### config.mk
export PLATFORM = sky130hd
export DESIGN_NAME = stereo_sample_fifo
export DESIGN_NICKNAME = d
export VERILOG_FILES = /design/src/rtl/ssf_pkg.sv /design/src/rtl/ssf_pull_timer.sv /design/src/rtl/ssf_chan_buf.sv /design/src/rtl/ssf_irq_gen.sv /design/src/rtl/stereo_sample_fifo.sv
export SDC_FILE = /design/constraint.sdc
export NUM_CORES = 1
export LEC_CHECK = 0
export BUFFER_PORTS_ARGS = -buffer_cell sky130_fd_sc_hd__buf_2
export CORE_UTILIZATION = 50
export DETAILED_ROUTE_END_ITERATION = 6
export HOLD_SLACK_MARGIN = 0.12
export MAX_ROUTING_LAYER = met4
export PLACE_DENSITY = 0.69
export SYNTH_ARGS = -nofsm -noshare
export SYNTH_HDL_FRONTEND = slang
export SYNTH_SLANG_ARGS = --single-unit
### constraint.sdc
create_clock -name clk -period 3.25 [get_ports clk]
set_input_delay 0.325 -clock clk [delete_from_list [all_inputs] [get_ports clk]]
set_output_delay 0.325 -clock clk [all_outputs]
set_load 0.01 [all_outputs]
### src/rtl/ssf_pkg.sv
`timescale 1ns/1ps
package ssf_pkg;
   localparam int NUM_CH   = 2;
   localparam int CH_LEFT  = 0;
   localparam int CH_RIGHT = 1;

   typedef enum logic {
      CAUSE_NOT_FULL = 1'b0,
      CAUSE_EMPTY    = 1'b1
   } irq_cause_e;
endpackage

### src/rtl/ssf_pull_timer.sv
`timescale 1ns/1ps
module ssf_pull_timer #(
   parameter int RATIO = 256
) (
   input  logic clk,
   input  logic rst_n,
   input  logic en_i,
   input  logic tick_i,
   output logic pull_o
);
   localparam int TW = (RATIO > 1) ? $clog2(RATIO) : 1;

   if (RATIO < 2) begin : g_bad_ratio
      $error("ssf_pull_timer: RATIO must be at least 2");
   end

   logic [TW-1:0] cnt_q;

   assign pull_o = en_i && tick_i && (cnt_q == '0);

   always_ff @(posedge clk or negedge rst_n) begin
      if (!rst_n) begin
         cnt_q <= '0;
      end else if (!en_i) begin
         cnt_q <= '0;
      end else if (tick_i) begin
         cnt_q <= (cnt_q == TW'(RATIO - 1)) ? '0 : cnt_q + 1'b1;
      end
   end


   strobe_gap_chk: assert property (@(posedge clk) disable iff (!rst_n)
      pull_o |=> !pull_o);
endmodule

### src/rtl/ssf_chan_buf.sv
`timescale 1ns/1ps
module ssf_chan_buf #(
   parameter int DW    = 16,
   parameter int DEPTH = 4
) (
   input  logic          clk,
   input  logic          rst_n,
   input  logic          en_i,
   input  logic          wr_i,
   input  logic [DW-1:0] wr_data_i,
   input  logic          pop_i,
   input  logic [DW-1:0] dflt_i,
   output logic [DW-1:0] smp_o,
   output logic          full_o,
   output logic          empty_o
);
   localparam int PW = (DEPTH > 1) ? $clog2(DEPTH) : 1;
   localparam int CW = $clog2(DEPTH + 1);

   if (DEPTH < 2) begin : g_bad_depth
      $error("ssf_chan_buf: DEPTH must be at least 2");
   end
   if (DW < 1) begin : g_bad_width
      $error("ssf_chan_buf: DW must be positive");
   end

   logic [DW-1:0] mem_q [DEPTH];
   logic [PW-1:0] rd_q, wr_q, rd_nxt, wr_nxt;
   logic [CW-1:0] cnt_q;
   logic [DW-1:0] smp_q;
   logic          do_pop, do_wr;

   if ((DEPTH & (DEPTH - 1)) == 0) begin : g_pow2
      assign rd_nxt = rd_q + 1'b1;
      assign wr_nxt = wr_q + 1'b1;
   end else begin : g_wrap
      assign rd_nxt = (rd_q == PW'(DEPTH - 1)) ? '0 : rd_q + 1'b1;
      assign wr_nxt = (wr_q == PW'(DEPTH - 1)) ? '0 : wr_q + 1'b1;
   end

   assign empty_o = (cnt_q == '0);
   assign full_o  = (cnt_q == CW'(DEPTH));
   assign do_pop  = pop_i && !empty_o;
   assign do_wr   = wr_i && en_i && (!full_o || do_pop);
   assign smp_o   = smp_q;

   always_ff @(posedge clk) begin
      if (do_wr) mem_q[wr_q] <= wr_data_i;
   end

   always_ff @(posedge clk or negedge rst_n) begin
      if (!rst_n) begin
         rd_q  <= '0;
         wr_q  <= '0;
         cnt_q <= '0;
         smp_q <= '0;
      end else begin
         if (do_pop) rd_q <= rd_nxt;
         if (do_wr)  wr_q <= wr_nxt;
         case ({do_wr, do_pop})
            2'b10:   cnt_q <= cnt_q + 1'b1;
            2'b01:   cnt_q <= cnt_q - 1'b1;
            default: cnt_q <= cnt_q;
         endcase
         if (pop_i) smp_q <= empty_o ? dflt_i : mem_q[rd_q];
      end
   end


   no_overflow_chk: assert property (@(posedge clk) disable iff (!rst_n)
      cnt_q <= CW'(DEPTH));

   dis_hold_chk: assert property (@(posedge clk) disable iff (!rst_n)
      !en_i |=> (cnt_q == $past(cnt_q)));

   full_swap_chk: assert property (@(posedge clk) disable iff (!rst_n)
      (full_o && pop_i && wr_i && en_i) |=> full_o);

   dflt_pick_chk: assert property (@(posedge clk) disable iff (!rst_n)
      (pop_i && empty_o) |=> (smp_o == $past(dflt_i)));
endmodule

### src/rtl/ssf_irq_gen.sv
`timescale 1ns/1ps
module ssf_irq_gen (
   input  logic clk,
   input  logic rst_n,
   input  logic pull_i,
   input  logic type_i,
   input  logic full_i,
   input  logic empty_i,
   input  logic clr_i,
   output logic pulse_o,
   output logic flag_o
);
   import ssf_pkg::*;

   logic       pull_d_q, flag_q;
   irq_cause_e cause;

   assign cause   = irq_cause_e'(type_i);
   assign pulse_o = pull_d_q && ((cause == CAUSE_EMPTY) ? empty_i : !full_i);
   assign flag_o  = flag_q;

   always_ff @(posedge clk or negedge rst_n) begin
      if (!rst_n) begin
         pull_d_q <= 1'b0;
         flag_q   <= 1'b0;
      end else begin
         pull_d_q <= pull_i;
         if (pulse_o)     flag_q <= 1'b1;
         else if (clr_i)  flag_q <= 1'b0;
      end
   end


   flag_set_chk: assert property (@(posedge clk) disable iff (!rst_n)
      pulse_o |=> flag_o);

   flag_clr_chk: assert property (@(posedge clk) disable iff (!rst_n)
      (clr_i && !pulse_o) |=> !flag_o);
endmodule

### src/rtl/stereo_sample_fifo.sv
`timescale 1ns/1ps
module stereo_sample_fifo #(
   parameter int DW    = 16,
   parameter int DEPTH = 4,
   parameter int RATIO = 256
) (
   input  logic          clk,
   input  logic          rst_n,
   input  logic          en_i,
   input  logic          conv_tick_i,
   input  logic [DW-1:0] wr_data_i,
   input  logic          wr_left_i,
   input  logic          wr_right_i,
   input  logic          dflt_we_i,
   input  logic [1:0]    irq_type_i,
   input  logic [1:0]    irq_clr_i,
   output logic [DW-1:0] smp_left_o,
   output logic [DW-1:0] smp_right_o,
   output logic          smp_vld_o,
   output logic [1:0]    full_o,
   output logic [1:0]    empty_o,
   output logic [1:0]    irq_pulse_o,
   output logic [1:0]    irq_flag_o
);
   import ssf_pkg::*;

   logic [DW-1:0] dflt_q;
   logic          pull, vld_q;
   logic [NUM_CH-1:0] wr_vec;
   logic [DW-1:0] smp_arr [NUM_CH];

   assign wr_vec[CH_LEFT]  = wr_left_i;
   assign wr_vec[CH_RIGHT] = wr_right_i;

   always_ff @(posedge clk or negedge rst_n) begin
      if (!rst_n) begin
         dflt_q <= '0;
         vld_q  <= 1'b0;
      end else begin
         if (dflt_we_i) dflt_q <= wr_data_i;
         vld_q <= pull;
      end
   end

   ssf_pull_timer #(.RATIO(RATIO)) timer_i (
      .clk    (clk),
      .rst_n  (rst_n),
      .en_i   (en_i),
      .tick_i (conv_tick_i),
      .pull_o (pull)
   );

   for (genvar ch = 0; ch < NUM_CH; ch++) begin : g_ch
      ssf_chan_buf #(.DW(DW), .DEPTH(DEPTH)) buf_i (
         .clk       (clk),
         .rst_n     (rst_n),
         .en_i      (en_i),
         .wr_i      (wr_vec[ch]),
         .wr_data_i (wr_data_i),
         .pop_i     (pull),
         .dflt_i    (dflt_q),
         .smp_o     (smp_arr[ch]),
         .full_o    (full_o[ch]),
         .empty_o   (empty_o[ch])
      );

      ssf_irq_gen irq_i (
         .clk     (clk),
         .rst_n   (rst_n),
         .pull_i  (pull),
         .type_i  (irq_type_i[ch]),
         .full_i  (full_o[ch]),
         .empty_i (empty_o[ch]),
         .clr_i   (irq_clr_i[ch]),
         .pulse_o (irq_pulse_o[ch]),
         .flag_o  (irq_flag_o[ch])
      );
   end

   assign smp_left_o  = smp_arr[CH_LEFT];
   assign smp_right_o = smp_arr[CH_RIGHT];
   assign smp_vld_o   = vld_q;


   vld_follows_chk: assert property (@(posedge clk) disable iff (!rst_n)
      smp_vld_o |-> $past(pull));
endmodule

==> parameters.txt <==
Parameter                              Value

Outcome
  Outcome    finished clean

Pwr
  Sequential Power Share    a little over two fifths
  Net switching power    2.48 mW
  Clk network pwr share    28.6%
  Overall power consumption    approximately 8 mW
  Cell Int Power    5.76 mW
  Power density cells    851 nW/um2
  Worst vdd rail ir drop    roughly 0.45 mV
  Power share of the combinational group    27.5%
  Cell leakage power    3.78 nW
  Net switching share of the total power    30.1%

CTS
  CTS clk-pin slew, worst paths    around 0.060 ns
  Number of buffers inserted during clock tree synthesis    22
  Post CTS Setup Buffer Count    0
  Root cell of the clock tree    clkbuf_16
  Clock sink total    201
  Maximum level of the CTS H-tree    1
  TritonCTS clock tree    yes
  Longest Clk Path Bufs    3
  Later-pin clock latency in the skew report    approximately 0.5 ns

Final layout
  Proportion of layout cells with a drive suffix above 1    approximately 30%
  Nets@finish    621
  Antenna diode count    0
  Synth-to-layout area growth    17.1%
  Final standard cell count with taps included and fillers excluded    813
  Area occupied by multi-input gates    2360 um2
  Storage element area    5670 um2
  Fillers    1255

Floorplanning
  Placeable Area    16000 um2
  Count of standard-cell rows    46
  Die Width    131 um
  Initial standard-cell utilization of the core    51.7%
  Die area    ~17000 um2
  Die Height    131 um
  I/O pin total    68

Yosys
  Number of storage elements in the synthesis netlist    201
  Number of flops mapped to enable cells by yosys    approximately 130
  Mean area per synthesized cell    16.5 um2
  Net Count, Synth    541
  Ys Warns    0
  Cell with the most instances after synthesis    edfxtp_1
  Sequential element share of the synthesized area    between 60% and 70%
  Largest area contributor in the netlist    edfxtp_1
  Top cells by area, synth    edfxtp_1, dfrtp_1, mux4_2
  Number of unique standard cell types used by synthesis    47
  Fraction of synthesized cell area taken by the top area cell type    46.5%
  Share of synthesized flip-flops with an asynchronous set or reset    36.3%
  Mapped Area    8270 um2
  Commonest cells in the netlist    edfxtp_1, dfrtp_1, nand2_1
  Post-Synthesis Cells    501
  Synth Flop Type    edfxtp_1

Worst setup path
  Kind of end point of the critical path    flip-flop
  Crit path kind    flip-flop to flip-flop
  CP Data Required Time    3.66 ns
  Slowest cell on the critical path    or4b_1
  Type of origin of the critical path    flip-flop
  Cell-by-cell listing of the critical path    inv_1, ha_1, or4b_1, or3_4, nor2_2, nand2_1, fa_1, and3b_1, o31ai_1, o31a_1, o211ai_1
  Largest incremental delay on the critical path    0.49 ns
  CP Launch Point    timer_i.cnt_q[0]$_DFFE_PN0P_
  Worst-path fanout max    6
  Bufs and invs on worst path    1
  Critical Path AT    3.37 ns
  Cell family contributing the most delay on the critical path    simple AND/OR/NAND/NOR gates
  Reg-to-Reg Start    timer_i.cnt_q[0]$_DFFE_PN0P_

STA
  Number of endpoints failing setup at the final stage    0
  Unrepaired setup endpoints after global routing    no
  Slew HR    34.8%
  Max Clk Rate    338 MHz
  Clock skew    about 0.0082 ns
  Final-layout setup total negative slack    0 ns
  Slew at the pin closest to its max-slew limit    0.978 ns
  Final Max Tran Viols    0
  Clock period minus final worst setup slack    2.96 ns
  Count of final hold-check violations    0
  Final Cycle Share    roughly 91%

Global routing
  Maximum number of pins on one net before global-route repair    74
  First-pass GRT wire length    25700 um
  Most crowded layer after global routing    met2
  Met1 capacity usage during global routing    27.9%
  Number of antenna violations at the first check in global routing    0
  Grt met2 use    33.0%
  Met3 global-route usage    under 10%
  Global router's overall resource usage    20.8%
  Vias in the first global route    4696
  Total grt overflow    0

Place
  Routability-driven placement congestion ratio    0.709
  Total of buffers placed on input and output ports    67
  DPL Wire Length    about 10000 um
  Number of cells in the design after placement    768

Min path
  Hold Startpoint    wr_data_i[5]
  Worst hold-check path type    input pin to flip-flop

Drt
  Via count    about 4500
  Per-cell routed wire length    19.7 um
  Number of detailed-routing iterations run before antenna repair    5
  DR DRC count    0
  Violation count after the first detailed-route iteration    308
  Residual antenna-violating net count after detailed routing    0
  DR vias/cell    5.49
  Final Routed Wirelength    16000 um

Run
  Number of max-capacitance violations reported    0
-- stage by stage --
step           utilization [%]  hold WS (ns)  worst slack, ns  cell area (um2)
6_report                  60.5         0.129            0.291             9680
4_1_cts                   60.5         0.122            0.148             9670
2_1_floorplan                -        0.0294            0.360             8270
5_1_grt                   60.5         0.124            0.160             9680
3_3_place_gp              55.8         0.457            0.306             8930
3_5_place_dp              55.8         0.467            0.166             8930
-- layer usage --
| layer | up-vias | share of wire [%] |
|---|---|---|
| li1 | 2028 | - |
| met1 | 2283 | 44 |
| met3 | 27 | 4.7 |
| met5 | - | 0 |
| met2 | 124 | 49 |
| met4 | 0 | 1.6 |
-- kinds of logic after synthesis --
| logic type | Yosys count | share of synthesized area [%] |
|---|---|---|
| simple gates | 81 | 4.97 |
| xor+xnor | 14 | 1.48 |
| compound gates | 55 | 4.19 |
| buf+inv | 51 | 3.04 |
| fa+ha+maj | 13 | 2.15 |
| flops | 201 | 68.6 |
| mux | 86 | 15.6 |
-- area by class of cell --
cell class              instances  area share (%)
flip-flops and latches        201            58.6
multi-input cells             249            24.4
repair buffers                 88            6.28
clock buffers                  29            6.39
inverters                      19           0.789
clock inverters                11           0.776
well taps                     216            2.79
-- layout by cell type (no fill, tap or decap), types with 4 or more instances in the layout --
cell / instances
inv_1: 18
buf_4: 9
clkbuf_1: 4
dlygate4sd3_1: 5
buf_12: 8
ha_1: 11
mux2i_1: 34
mux2_2: 18
clkbuf_16: 23
clkinv_1: 4
o21ai_1: 20
o21ai_0: 18
buf_2: 66
mux4_2: 32
edfxtp_1: 128
clkinv_2: 6
a21oi_1: 4
and2_1: 12
nand2_1: 40
xnor2_1: 10
dfrtp_1: 73
xor2_1: 4
-- worst paths after layout --
check                      slack, ns                             endpoint  depth (start not counted)
max                             0.29   g_ch[0].buf_i.cnt_q[2]$_DFFE_PN0P_                         11
min                             0.13  g_ch[1].buf_i.mem_q[3][5]$_DFFE_PP_                          1
max reg2reg                     0.29   g_ch[0].buf_i.cnt_q[2]$_DFFE_PN0P_                         11
min reg2reg                     0.47  g_ch[0].buf_i.smp_o[10]$_DFFE_PN0N_                          2
max in group asynchronous       2.08                dflt_q[9]$_DFFE_PN0P_                          2
min in group asynchronous       0.56         timer_i.cnt_q[4]$_DFFE_PN0P_                          2
-- repair_timing --
| item | in CTS | in global routing |
|---|---|---|
| endpoints found under the hold margin | 91 | 0 |
| hold buffers | 5 | 0 |
| setup endpoints to repair | 0 | 1 |
| resized for setup | 0 | 1 |
-- worst reg2reg max path: stages (launching register included) --
cell and delay [ns]:
dfrtp_1 0.43, inv_1 0.08, ha_1 0.14, or4b_1 0.49, or3_4 0.46, nor2_2 0.16, nand2_1 0.08, fa_1 0.39
and3b_1 0.25, o31ai_1 0.10, o31a_1 0.12, o211ai_1 0.16
-- flip-flops by register name, summed over array words and instances (netlist names) --
| register | flops |
|---|---|
| g_ch.buf_i.rd_q | 4 |
| g_ch.buf_i.smp_o | 32 |
| g_ch.buf_i.wr_q | 4 |
| dflt_q | 16 |
| timer_i.cnt_q | 8 |
| g_ch.buf_i.cnt_q | 6 |
| g_ch.irq_i.flag_o | 2 |
| g_ch.irq_i.pull_d_q | 1 |
| g_ch.buf_i.mem_q | 128 |
-- power groups by stage --
stage               registers (mW)  logic [mW]  clock network (mW)
floorplan                     3.57        1.58                   0
finish                        3.62        2.26                2.35
CTS                           3.63        2.31                2.40
detailed placement            3.68        2.29                   0
global route                  3.70        2.49                2.50
global placement              3.64        2.23                   0
(Power assumes the default switching activity.)
